**src/rtl/quad_dbi_pkg.sv**
```systemverilog
package quad_dbi_pkg;
  localparam int DEF_GRP_W = 16;
  localparam int DEF_GRP_N = 4;
  localparam int DEF_PH_N  = 4;

  // Strictly more than half of the group set means invert.
  function automatic int invert_above(input int grp_w);
    return grp_w / 2;
  endfunction
endpackage

```
**src/rtl/dbi_group_enc.sv**
```systemverilog
module dbi_group_enc
  import quad_dbi_pkg::*;
#(
  parameter int GRP_W = DEF_GRP_W
) (
  input  logic [GRP_W-1:0] logic_grp,
  output logic [GRP_W-1:0] pin_grp,
  output logic             pin_flag_n
);
  localparam int CW = $clog2(GRP_W + 1);
  localparam logic [CW-1:0] LIMIT = CW'(invert_above(GRP_W));

  logic [CW-1:0] n_set;
  logic          do_inv;

  always_comb begin
    n_set = '0;
    for (int b = 0; b < GRP_W; b++) begin
      n_set = n_set + CW'(logic_grp[b]);
    end
    do_inv = (n_set > LIMIT);
  end

  // Active-low lines: plain send is the complement, an inverted send cancels it.
  assign pin_grp    = do_inv ? logic_grp : ~logic_grp;
  assign pin_flag_n = ~do_inv;
endmodule

```
**src/rtl/dbi_group_dec.sv**
```systemverilog
module dbi_group_dec
  import quad_dbi_pkg::*;
#(
  parameter int GRP_W = DEF_GRP_W
) (
  input  logic [GRP_W-1:0] pin_grp,
  input  logic             pin_flag_n,
  output logic [GRP_W-1:0] logic_grp
);
  // Undo active-low first, then undo inversion when the flag is asserted (low).
  logic [GRP_W-1:0] high_true;
  assign high_true = ~pin_grp;
  assign logic_grp = pin_flag_n ? high_true : ~high_true;
endmodule

```
**src/rtl/dbi_stage.sv**
```systemverilog
module dbi_stage #(
  parameter int W = 8
) (
  input  logic         clk,
  input  logic         rst_n,
  input  logic         in_valid,
  output logic         in_ready,
  input  logic [W-1:0] in_data,
  output logic         out_valid,
  input  logic         out_ready,
  output logic [W-1:0] out_data
);
  logic         full_q;
  logic [W-1:0] data_q;

  assign in_ready  = !full_q || out_ready;
  assign out_valid = full_q;
  assign out_data  = data_q;

  always_ff @(posedge clk) begin
    if (!rst_n) begin
      full_q <= 1'b0;
      data_q <= '0;
    end else if (in_ready) begin
      full_q <= in_valid;
      if (in_valid) data_q <= in_data;
    end
  end
endmodule

```
**src/rtl/quad_dbi_codec.sv**
```systemverilog
module quad_dbi_codec
  import quad_dbi_pkg::*;
#(
  parameter int GRP_W = DEF_GRP_W,
  parameter int GRP_N = DEF_GRP_N,
  parameter int PH_N  = DEF_PH_N
) (
  input  logic                         clk,
  input  logic                         rst_n,
  input  logic                         tx_in_valid,
  output logic                         tx_in_ready,
  input  logic [GRP_W*GRP_N*PH_N-1:0]  tx_in_word,
  output logic                         tx_out_valid,
  input  logic                         tx_out_ready,
  output logic [GRP_W*GRP_N*PH_N-1:0]  tx_pin_data,
  output logic [GRP_N*PH_N-1:0]        tx_pin_flag_n,
  input  logic                         rx_in_valid,
  output logic                         rx_in_ready,
  input  logic [GRP_W*GRP_N*PH_N-1:0]  rx_pin_data,
  input  logic [GRP_N*PH_N-1:0]        rx_pin_flag_n,
  output logic                         rx_out_valid,
  input  logic                         rx_out_ready,
  output logic [GRP_W*GRP_N*PH_N-1:0]  rx_out_word
);
  localparam int WORD_W = GRP_W * GRP_N;
  localparam int BUS_W  = WORD_W * PH_N;
  localparam int FLAG_W = GRP_N * PH_N;

  logic [BUS_W-1:0]  enc_data;
  logic [FLAG_W-1:0] enc_flag_n;
  logic [BUS_W-1:0]  dec_word;

  for (genvar p = 0; p < PH_N; p++) begin : g_phase
    for (genvar g = 0; g < GRP_N; g++) begin : g_grp
      localparam int LO = p * WORD_W + g * GRP_W;
      localparam int FI = p * GRP_N + g;

      dbi_group_enc #(.GRP_W(GRP_W)) u_enc (
        .logic_grp  (tx_in_word[LO +: GRP_W]),
        .pin_grp    (enc_data[LO +: GRP_W]),
        .pin_flag_n (enc_flag_n[FI])
      );

      dbi_group_dec #(.GRP_W(GRP_W)) u_dec (
        .pin_grp    (rx_pin_data[LO +: GRP_W]),
        .pin_flag_n (rx_pin_flag_n[FI]),
        .logic_grp  (dec_word[LO +: GRP_W])
      );
    end
  end

  dbi_stage #(.W(BUS_W + FLAG_W)) u_tx_stage (
    .clk       (clk),
    .rst_n     (rst_n),
    .in_valid  (tx_in_valid),
    .in_ready  (tx_in_ready),
    .in_data   ({enc_flag_n, enc_data}),
    .out_valid (tx_out_valid),
    .out_ready (tx_out_ready),
    .out_data  ({tx_pin_flag_n, tx_pin_data})
  );

  dbi_stage #(.W(BUS_W)) u_rx_stage (
    .clk       (clk),
    .rst_n     (rst_n),
    .in_valid  (rx_in_valid),
    .in_ready  (rx_in_ready),
    .in_data   (dec_word),
    .out_valid (rx_out_valid),
    .out_ready (rx_out_ready),
    .out_data  (rx_out_word)
  );
endmodule

```
**config.mk**
```make
export PLATFORM = sky130hd
export DESIGN_NAME = quad_dbi_codec
export DESIGN_NICKNAME = d
export VERILOG_FILES = /design/src/rtl/quad_dbi_pkg.sv /design/src/rtl/dbi_group_enc.sv /design/src/rtl/dbi_group_dec.sv /design/src/rtl/dbi_stage.sv /design/src/rtl/quad_dbi_codec.sv
export SDC_FILE = /design/constraint.sdc
export NUM_CORES = 1
export LEC_CHECK = 0
export CORE_AREA = 2 2 413 415
export CTS_CLUSTER_DIAMETER = 50
export DETAILED_ROUTE_END_ITERATION = 10
export DIE_AREA = 0 0 415 417
export GPL_ROUTABILITY_DRIVEN = 0
export PLACE_DENSITY = 0.5
export SYNTH_ARGS = -nofsm -noshare
export SYNTH_HDL_FRONTEND = slang
export SYNTH_HIERARCHICAL = 1
export SYNTH_SLANG_ARGS = --single-unit
```
**constraint.sdc**
```tcl
create_clock -name clk -period 4.4 [get_ports clk]
set_input_delay 0.88 -clock clk [delete_from_list [all_inputs] [get_ports clk]]
set_output_delay 0.88 -clock clk [all_outputs]
set_load 0.02 [all_outputs]
```
==> run_results.csv, run 1 <==
group,metric,value,unit
run_status,status,"completed",
logic_synthesis,mappedNetlistNets,4452,
critical_path,startpoint_types,"input port",
placed_design,dpl_cell_area,49000,um2
global_routing,gr-total-overflow,0,
logic_synthesis,ff_latch_count_synth,530,
logic_synthesis,synth_compound_area_share,1.50,%
logic_synthesis,syn-mean-instance-area,9.08,um2
pwr,pwr-share-seq,20.0,%
logic_synthesis,arithmetic_cell_share_of_the_synthesized_area_counting_full_adders_half_adders_and_majority_gates,12.6,%
timing,setup_violations,0,
critical_path,critical_path.reg2reg.startpoint,"u_tx_stage/out_valid",
logic_synthesis,yosysUniqueCellTypes,37,
routing,detail_route.iter0.violations,1107,
routing,vias,28400,
hold_path,hold_end,"u_rx_stage/out_data[139]",
critical_path,regToRegSetupSlack,2.46,ns
logic_synthesis,synthSimpleGateAreaFrac,13.2,%
logic_synthesis,ys_warn_count,6,
timing,final.setup.worst_slack,0.00498,ns
die,chipWidth,415,um
routing,route.detailed.wl_per_inst,17.6,um
die,dieHeight,417,um
global_routing,antenna_found_initial,23,
logic_synthesis,synth_xor_xnor_area_share,14.2,%
final_layout,final_cell_area,53600,um2
cts,clock_latency,0.70,ns
timing,slew-limit-headroom,17.4,%
hold_path,class_of_the_tightest_hold_or_removal_check,"flop to flop",
cts,cts_tree,"done",
pwr,power_leakage,23.9,nW
routing,drt_pass1_iterations,5,
final_layout,layout.cells.most_common_list,"nand2_1, clkdlybuf4s50_1, mux2i_1",
die,fp.dieArea,173000,um2
critical_path,r2r_cells,4,
critical_path,worstPathRequired,5.02,ns
final_layout,area_growth,60.3,%
cts,tritoncts_sinks,530,
logic_synthesis,syn-instance-count,3678,
timing,tightest_slew,1.24,ns
critical_path,timing.critical_path.buf_inv,6,
timing,final_min_period_over_clock_period,99.9,%
cts,clockRootBuffer,"clkbuf_16",
timing,final_period_minus_worst_setup_slack,4.40,ns
logic_synthesis,combinational_family_with_the_most_area_after_synthesis,"multiplexers",
pwr,power.internal,21.4,mW
pwr,vdd_drop_max,0.362,mV
cts,cts-buffers-inserted,98,
timing,report.final.slew_viol_count,0,
pwr,combinationalPowerShare,57.0,%
critical_path,crit_path_end_kind,"flop",
placed_design,place_hpwl,100000,um
final_layout,final_net_count,5791,
pwr,power-per-cell-area,640,nW/um2
routing,detail_route.vias_per_cell,3.87,
cts,h_tree_lvls,3,
pwr,netSwitchingFraction,37.5,%
die,placeableCoreArea,169000,um2
critical_path,cp_slowest_stage_delay,0.72,ns
pwr,finalPower,34.3,mW
final_layout,layout-drive-gt1-share,21.6,%
hold_path,timing.hold.worst_path_depth,2,
die,num_rows,151,
routing,post-route-drc-count,0,
global_routing,grt_pass1_vias,29200,
pwr,total_switching_power,12.8,mW
die,initial_core_util,19.8,%
cts,cts.clk_slew.worst_paths,0.05,ns
critical_path,crit_chain,"buf_6, inv_4, fa_2, fa_1, fa_1, fa_1, inv_1, ha_2, inv_2, fa_1, nor2b_4, a31oi_1, o211ai_1, buf_4, buf_12, xor2_1, nand2_1, mux2i_1",
cts,clk_path_buf_depth,3,
critical_path,regToRegEndpoint,"u_tx_stage/out_data[113]",
run,max_cap_viol_count,0,
global_routing,grt_usage,14.4,%
timing,rsz_0062_raised_after_global_routing,"yes",
global_routing,wire_length_of_the_first_global_routing_pass,188000,um
timing,skew,0.0231,ns
global_routing,grt_start_max_net_pins,103,
timing,hold_viol,0,
routing,final_antenna_net_count,0,
die,num_io_pins,1066,
logic_synthesis,synth_sequential_area_ratio,31.8,%
placed_design,placedCellCount,7026,
final_layout,layout.cells.most_common,"nand2_1",
hold_path,worstHoldStart,"u_rx_stage/out_data[139]",
timing,maxClockFrequency,228,MHz
critical_path,worst_path_max_delay_cell,"fa_2",
routing,detail_route.wirelength,129000,um
critical_path,path_class,"input port to flop",
critical_path,crit_path_max_fanout,7,
critical_path,critPathArrivalTime,5.02,ns
pwr,power_frac_clock,22.9,%
final_layout,finalCoreUtilization,31.8,%
placed_design,dpl_worst_slack,-1.28,ns
logic_synthesis,netlist_area,33400,um2
critical_path,most_numerous_cell_on_the_critical_path,"fa_1",
final_layout,final_cell_count_no_fill,7327,
critical_path,crit_family,"adder cells",
logic_synthesis,proportion_of_synthesized_area_in_mux_cells,16.0,%
placed_design,io_buffer_count,1065,
## synth_stat cells
| cell | number | area, um2 |
|---|---|---|
| a21oi_1 | 19 | 95.1 |
| o311ai_1 | 5 | 43.8 |
| buf_12 | 32 | 641 |
| and2_1 | 2 | 12.5 |
| a31oi_1 | 13 | 81.3 |
| nor2b_1 | 7 | 43.8 |
| o22a_2 | 3 | 30.0 |
| xnor2_2 | 36 | 586 |
| buf_4 | 6 | 45.0 |
| inv_1 | 424 | 1590 |
| nand2_1 | 1074 | 4030 |
| nor3b_2 | 3 | 37.5 |
| fa_1 | 160 | 3200 |
| nand2b_4 | 2 | 27.5 |
| buf_6 | 69 | 777 |
| nor2_1 | 15 | 56.3 |
| o21ai_0 | 5 | 25.0 |
| nor3b_1 | 8 | 60.1 |
| or4_1 | 5 | 37.5 |
| nand4_1 | 3 | 18.8 |
| mux2i_1 | 533 | 5340 |
| dfxtp_1 | 530 | 10600 |
| a211o_1 | 3 | 26.3 |
| o32ai_2 | 3 | 48.8 |
| o311ai_2 | 3 | 48.8 |
| a21o_1 | 3 | 22.5 |
| xnor2_1 | 204 | 1790 |
| nand3_1 | 5 | 25.0 |
| a21boi_0 | 2 | 15.0 |
| clkbuf_1 | 108 | 405 |
| a311oi_1 | 3 | 26.3 |
| nor2b_2 | 1 | 8.76 |
| buf_2 | 27 | 135 |
| and4b_1 | 5 | 50.1 |
| ha_1 | 80 | 1000 |
| o211ai_1 | 5 | 37.5 |
| xor2_1 | 272 | 2380 |
## tightest hold or removal path, delay by kind of cell (launching register included)
family,cells,cell delay (ns)
flops,1,0.31
simple gates,1,0.05
mux,1,0.05
## power by group through the flow
stage	Combinational [mW]	Sequential (mW)	Clock, mW
final	19.5	6.87	7.86
after global routing	21.1	7.01	8.34
after CTS	19.3	6.88	8.15
after detailed placement	17.4	6.94	0
after global placement	17.2	6.96	0
after floorplan	10.3	8.24	0
## repair_timing
item	CTS	global route
pin swaps	159	167
gates cloned	13	4
endpoints found under the setup margin	270	269
resized for setup	301	292
buffers inserted	53	52
hold buffers	0	0
## metal layers
layer	vias up	part of all wire [%]	global-route usage, %
li1	14100	-	-
met5	-	0.029	0
met1	13400	37	14.9
met3	189	6.1	3.85
met4	6	4.0	6.00
met2	760	53	27.1
## how the worst max path moves through the flow
stage | slack [ns] | from | endpoint | cells after the start
after CTS | 0.0004 | tx_in_word[17] | u_tx_stage/out_data[19] | 17
after floorplan | -0.23 | tx_in_word[27] | u_tx_stage/out_data[25] | 17
final | 0.005 | tx_in_word[144] | u_tx_stage/out_data[146] | 18
after global routing | -0.09 | tx_in_word[144] | u_tx_stage/out_data[146] | 18
after detailed placement | -1.28 | tx_in_word[99] | u_tx_stage/out_data[98] | 19
after global placement | -1.23 | tx_in_word[99] | u_tx_stage/out_data[98] | 18
## metrics by stage
step / setup TNS (ns) / hold slack, ns
floorplan: -35.11 / 0.532
global placement: -262.19 / 0.442
detailed placement: -274.65 / 0.445
CTS: 0 / 0.455
global route: -1.04 / 0.467
finish: 0 / 0.453
## sequential cells by signal (all words and copies together), names as in the netlist
name,cells
u_rx_stage/out_data,256
u_rx_stage/out_valid,1
u_tx_stage/out_data,272
u_tx_stage/out_valid,1
## area by class of cell
cell class | instances | area (um2)
Tap cell | 2218 | 2780
Multi-Input combinational cell | 2482 | 20600
Clock inverter | 62 | 714
Antenna cell | 10 | 25.0
Timing Repair Buffer | 1481 | 14300
Sequential cell | 530 | 10600
Clock buffer | 120 | 2670
Fill cell | 17600 | 115000
Inverter | 424 | 1810
## cell families after synthesis
kind of cell    after synthesis
compound gates               67
xor+xnor                    512
fa+ha+maj                   240
buf+inv                     666
flops                       530
mux                         533
simple gates               1130
Power figures use the tool's default switching activity.
==> inputs of run 2 (changes only) <==
--- a/config.mk
+++ b/config.mk
@@ -6,11 +6,11 @@
 export NUM_CORES = 1
 export LEC_CHECK = 0
 export CORE_AREA = 2 2 413 415
-export CTS_CLUSTER_DIAMETER = 50
 export DETAILED_ROUTE_END_ITERATION = 10
 export DIE_AREA = 0 0 415 417
 export GPL_ROUTABILITY_DRIVEN = 0
 export PLACE_DENSITY = 0.5
+export RECOVER_POWER = 100
 export SYNTH_ARGS = -nofsm -noshare
 export SYNTH_HDL_FRONTEND = slang
 export SYNTH_HIERARCHICAL = 1
==> run 2 against run 1 <==
The run now ends with max-capacitance violations, max-slew violations, negative setup slack left. First-iteration DRC count rose by 3.3%. Fmax fell by 0.34%. Via count rose by 0.73%. Register-to-register slack got worse by 2.0 ns.
==> run_results.csv, run 2 (synthesis results as in run 1) <==
group,metric,value,unit
global_routing,grt_usage,14.6,%
pwr,power_leakage,25.0,nW
global_routing,grtUsageMet3,3.94,%
run,max_cap_viol_count,1,
timing,final.setup.worst_slack,-0.00999,ns
routing,drt_pass1_iterations,5,
routing,detail_route.iter0.violations,1144,
timing,slew-limit-headroom,-131,%
cts,cts_tree,"done",
timing,maxClockFrequency,227,MHz
routing,final_antenna_net_count,0,
critical_path,path_class,"input port to flop",
final_layout,final_net_count,5856,
global_routing,grt_pass1_vias,29400,
cts,tritoncts_sinks,530,
cts,h_tree_lvls,3,
global_routing,gr-total-overflow,0,
global_routing,antenna_found_initial,26,
cts,clock_latency,0.66,ns
pwr,power_frac_clock,19.8,%
die,num_io_pins,1066,
die,initial_core_util,19.8,%
placed_design,place_hpwl,100000,um
timing,final_min_period_over_clock_period,100,%
die,dieHeight,417,um
run_status,status,"finished with violations",
pwr,finalPower,31.2,mW
final_layout,area_growth,57.8,%
timing,fin_tns_setup,-0.00999,ns
cts,cts-buffers-inserted,74,
placed_design,io_buffer_count,1065,
placed_design,dpl_cell_area,49000,um2
pwr,pwr-share-seq,21.8,%
routing,vias,28600,
die,chipWidth,415,um
global_routing,grt_start_max_net_pins,103,
global_routing,grtUsageMet1,15.2,%
pwr,total_switching_power,12.2,mW
global_routing,gr-usage-met2,27.5,%
final_layout,final_cell_area,52700,um2
cts,clockRootBuffer,"clkbuf_16",
timing,hold_ws,0.450,ns
final_layout,layout.cells.most_common_list,"nand2_1, mux2i_1, dlygate4sd3_1",
final_layout,layout-drive-gt1-share,21.7,%
die,fp.dieArea,173000,um2
critical_path,startpoint_types,"input port",
critical_path,crit_path_max_fanout,5,
timing,rsz_0062_raised_after_global_routing,"yes",
timing,tightest_slew,3.47,ns
routing,detail_route.wirelength,131000,um
die,num_rows,151,
global_routing,busiest_layer,"met2",
cts,clk_path_buf_depth,3,
timing,report.final.slew_viol_count,31,
final_layout,layout.cells.most_common,"nand2_1",
final_layout,largest_register_ffs,272,
cts,cts.clk_slew.worst_paths,0.05,ns
pwr,netSwitchingFraction,39.2,%
routing,detail_route.vias_per_cell,3.88,
hold_path,class_of_the_tightest_hold_or_removal_check,"flop to flop",
run_status,failed_checks,"max-capacitance violations, max-slew violations, negative setup slack",
pwr,power-per-cell-area,592,nW/um2
critical_path,critPathArrivalTime,4.98,ns
pwr,power.internal,19.0,mW
pwr,vdd_drop_max,0.339,mV
routing,route.detailed.wl_per_inst,17.7,um
critical_path,crit_path_end_kind,"flop",
critical_path,worstPathRequired,4.97,ns
pwr,combinationalPowerShare,58.5,%
routing,post-route-drc-count,0,
timing,skew,0.0264,ns
timing,setup_violations,1,
timing,final_period_minus_worst_setup_slack,4.41,ns
die,placeableCoreArea,169000,um2
timing,hold_viol,0,
global_routing,wire_length_of_the_first_global_routing_pass,191000,um
final_layout,fillers,17700,
-- run 2: changes by cell type in the layout (fill, tap and decap cells not counted), moves of 8 or more --
| cell | previous run | this run |
|---|---|---|
| clkbuf_1 | 10 | 28 |
| clkinv_2 | 21 | 4 |
| inv_6 | 13 | 4 |
| xnor2_1 | 75 | 88 |
| clkbuf_16 | 103 | 77 |
| buf_12 | 50 | 37 |
| buf_4 | 332 | 418 |
| clkdlybuf4s15_1 | 32 | 15 |
| xnor2_2 | 164 | 152 |
| clkbuf_2 | 69 | 96 |
| clkinvlp_4 | 10 | 2 |
| dlygate4sd3_1 | 0 | 532 |
| clkdlybuf4s50_1 | 919 | 387 |
-- run 2: cell type report --
type,count,area (um2),share of cell area (%)
Timing Repair Buffer,1570,14600,27.7
Multi-Input combinational cell,2482,20500,38.8
Sequential cell,530,10600,20.1
Clock buffer,110,2130,4.04
Inverter,424,1810,3.43
Clock inverter,19,317,0.601
Tap cell,2218,2780,5.26
Antenna cell,12,30.0,0.0570
-- run 2: through the flow --
| step | worst slack (ns) | cells | util [%] |
|---|---|---|---|
| 5_1_grt | -0.0826 | 7365 | 31.3 |
| 3_3_place_gp | -1.23 | 7026 | 29.1 |
| 2_1_floorplan | -0.226 | 3678 | - |
| 4_1_cts | 0.000642 | 7312 | 31.4 |
| 3_5_place_dp | -1.28 | 7026 | 29.1 |
| 6_report | -0.00999 | 7365 | 31.3 |
-- run 2: worst max-delay path, stage by stage --
cell and delay [ns]:
buf_12 0.09, inv_12 0.03, fa_1 0.51, buf_12 0.16, fa_1 0.47, fa_1 0.53
fa_1 0.41, inv_1 0.07, ha_2 0.18, inv_2 0.05, fa_2 0.56, inv_2 0.04
o311ai_4 0.32, buf_4 0.20, clkbuf_16 0.16, xnor2_2 0.10, nand2_1 0.07, mux2i_1 0.12
-- run 2: power groups by stage --
| stage | logic [mW] | registers, mW | clock network [mW] |
|---|---|---|---|
| after CTS | 19.4 | 6.88 | 6.42 |
| after detailed placement | 17.4 | 6.94 | 0 |
| after global placement | 17.2 | 6.96 | 0 |
| final | 18.2 | 6.80 | 6.17 |
| after global routing | 19.8 | 6.96 | 6.60 |
| after floorplan | 10.3 | 8.24 | 0 |
-- run 2: per-layer routing --
| layer | up-vias | part of all wire [%] |
|---|---|---|
| met4 | 6 | 4.1 |
| met2 | 762 | 53 |
| met5 | - | 0.033 |
| met1 | 13400 | 37 |
| met3 | 213 | 5.9 |
| li1 | 14200 | - |
-- run 2: path summary, 6_finish.rpt --
check,startpoint,endpoint,slack [ns],cells past startpoint
worst min register to register,u_tx_stage/out_data[20],u_tx_stage/out_data[20],0.45,2
worst max-delay path,tx_in_word[99],u_tx_stage/out_data[108],-0.01,18
worst max register to register,u_rx_stage/out_valid,u_rx_stage/out_data[145],0.50,4
worst min-delay path,u_tx_stage/out_data[20],u_tx_stage/out_data[20],0.45,2
-- run 2: timing repair --
item                                    in CTS  in global routing
pin swaps                                  162                169
hold endpoints to repair                     0                  0
endpoints found under the setup margin     271                266
cloned                                      13                  2
hold buffers                                 0                  0
buffers inserted                           148                 54
resized for setup                          350                296
==> inputs of run 3 (changes only) <==
--- a/config.mk
+++ b/config.mk
@@ -9,7 +9,8 @@
 export DETAILED_ROUTE_END_ITERATION = 10
 export DIE_AREA = 0 0 415 417
 export GPL_ROUTABILITY_DRIVEN = 0
-export PLACE_DENSITY = 0.5
+export HOLD_SLACK_MARGIN = 0.06
+export PLACE_DENSITY = 0.49
 export RECOVER_POWER = 100
 export SYNTH_ARGS = -nofsm -noshare
 export SYNTH_HDL_FRONTEND = slang
==> run 3 against run 2 <==
The flow still finishes with violations (max-capacitance violations, max-slew violations, negative setup slack). Setup slack gained 0.0012 ns. Via count shrank 1.6%. Register-to-register slack gained 0.07 ns. Critical endpoint is now u_tx_stage/out_data[145]. Largest power group unchanged. Fmax is essentially flat. Critical path type unchanged.
==> run_results.csv, run 3 (synthesis results as in run 1) <==
group,metric,value,unit
critical_path,worstPathRequired,4.98,ns
timing,setup_violations,1,
global_routing,wire_length_of_the_first_global_routing_pass,191000,um
cts,tritoncts_sinks,530,
placed_design,dpl_cell_area,48700,um2
pwr,power-per-cell-area,619,nW/um2
critical_path,regToRegEndpoint,"u_rx_stage/out_data[56]",
global_routing,gr-total-overflow,0,
timing,hold_viol,0,
final_layout,area_growth,56.4,%
critical_path,crit_path_end_kind,"flop",
timing,final_period_minus_worst_setup_slack,4.41,ns
die,num_io_pins,1066,
routing,post-route-drc-count,0,
run_status,status,"finished with violations",
critical_path,worst_path_max_delay_cell,"mux2i_1",
timing,tightest_slew,2.79,ns
cts,clk_path_buf_depth,3,
critical_path,regToRegSetupSlack,0.57,ns
die,num_rows,151,
die,placeableCoreArea,169000,um2
critical_path,r2r_cells,4,
die,dieHeight,417,um
critical_path,path_class,"input port to flop",
timing,hold_ws,0.451,ns
final_layout,final_cell_area,52200,um2
die,fp.dieArea,173000,um2
timing,final_min_period_over_clock_period,100,%
global_routing,antenna_found_initial,42,
timing,maxClockFrequency,227,MHz
final_layout,largest_register_ffs,272,
global_routing,grt_usage,14.6,%
placed_design,placedCellCount,7019,
final_layout,layout.cells.most_common,"nand2_1",
placed_design,dpl_worst_slack,-1.18,ns
routing,drt_pass1_iterations,5,
critical_path,critPathArrivalTime,4.99,ns
critical_path,most_numerous_cell_on_the_critical_path,"buf_4",
final_layout,layout.cells.most_common_list,"nand2_1, clkdlybuf4s50_1, mux2i_1",
pwr,power_leakage,23.5,nW
cts,clockRootBuffer,"clkbuf_16",
placed_design,place_hpwl,102000,um
cts,cts-buffers-inserted,74,
critical_path,startpoint_types,"input port",
run,max_cap_viol_count,2,
pwr,finalPower,32.4,mW
hold_path,class_of_the_tightest_hold_or_removal_check,"flop to flop",
cts,cts.clk_slew.worst_paths,0.05,ns
final_layout,layout-drive-gt1-share,20.8,%
cts,clock_latency,0.67,ns
timing,final.setup.worst_slack,-0.00879,ns
die,chipWidth,415,um
critical_path,cp_slowest_stage_delay,0.16,ns
placed_design,io_buffer_count,1065,
routing,detail_route.vias_per_cell,3.87,
critical_path,crit_path_max_fanout,2,
timing,slew-limit-headroom,-86.3,%
critical_path,critical_path.reg2reg.startpoint,"u_rx_stage/out_valid",
die,initial_core_util,19.8,%
routing,final_antenna_net_count,0,
cts,cts_tree,"done",
final_layout,fillers,17700,
run_status,failed_checks,"max-capacitance violations, max-slew violations, negative setup slack",
final_layout,final_cell_count_no_fill,7271,
routing,route.detailed.wl_per_inst,17.9,um
pwr,vdd_drop_max,0.325,mV
routing,detail_route.wirelength,130000,um
global_routing,grt_start_max_net_pins,109,
critical_path,setup.worst_path.end,"u_tx_stage/out_data[145]",
timing,skew,0.0432,ns
cts,h_tree_lvls,3,
critical_path,critical_path.startpoint,"tx_in_word[145]",
timing,rsz_0062_raised_after_global_routing,"yes",
final_layout,final_net_count,5772,
timing,report.final.slew_viol_count,116,
routing,vias,28100,
global_routing,grt_pass1_vias,29300,
routing,detail_route.iter0.violations,1021,
[run 3: report_power, final]
group | total, mW | internal, mW | switching (mW)
clock network | 6.05 | 3.53 | 2.53
registers | 6.78 | 6.06 | 0.724
logic | 19.5 | 10.2 | 9.28
[run 3: repair_timing]
item / CTS / global route
hold buffers: 0 / 0
gates resized for setup: 342 / 301
pin swaps: 169 / 177
cloned: 13 / 1
buffers inserted: 84 / 41
endpoints found under the hold margin: 0 / 0
setup endpoints to repair: 272 / 270
[run 3: how the worst min path moves through the flow]
stage,start,endpoint,slack (ns),cells after the start
CTS,u_rx_stage/out_data[29],u_rx_stage/out_data[29],0.46,2
finish,u_tx_stage/out_data[260],u_tx_stage/out_data[260],0.45,2
detailed placement,u_tx_stage/out_data[185],u_tx_stage/out_data[185],0.45,2
global placement,u_tx_stage/out_data[207],u_tx_stage/out_data[207],0.44,2
global route,u_tx_stage/out_data[189],u_tx_stage/out_data[189],0.46,2
floorplan,u_rx_stage/out_data[0],u_rx_stage/out_data[0],0.53,2
[run 3: through the flow]
step	utilization, %	setup TNS [ns]
finish	31.0	-0.00879
global route	31.0	-0.650
CTS	31.0	-0.0368
detailed placement	28.9	-270.44
global placement	28.9	-255.95
floorplan	-	-35.11
[run 3: routing by layer]
layer  up-vias  wire (um)  global-route usage [%]  share of wire [%]
li1      14000          -                       -                  -
met3       201       8780                    4.71                6.7
met5         -        139                       0               0.11
met4        22       4480                    5.10                3.4
met1     13200      46500                    14.5                 36
met2       737      70500                    28.3                 54
[run 3: layout make-up]
class / count / area, um2 / share of cell area [%]
Multi-Input combinational cell: 2482 / 20600 / 39.5
Timing Repair Buffer: 1486 / 14000 / 26.8
Sequential cell: 530 / 10600 / 20.3
Tap cell: 2218 / 2780 / 5.31
Clock buffer: 104 / 2060 / 3.95
Inverter: 424 / 1810 / 3.47
Clock inverter: 17 / 317 / 0.606
Antenna cell: 10 / 25.0 / 0.0479
[run 3: critical path: cells and delay by family]
family / cells / cell delay [ns]
AND/OR/NAND/NOR: 1 / 0.07
multiplexers: 1 / 0.16
XOR/XNOR: 1 / 0.13
buffers and inverters: 32 / 3.76
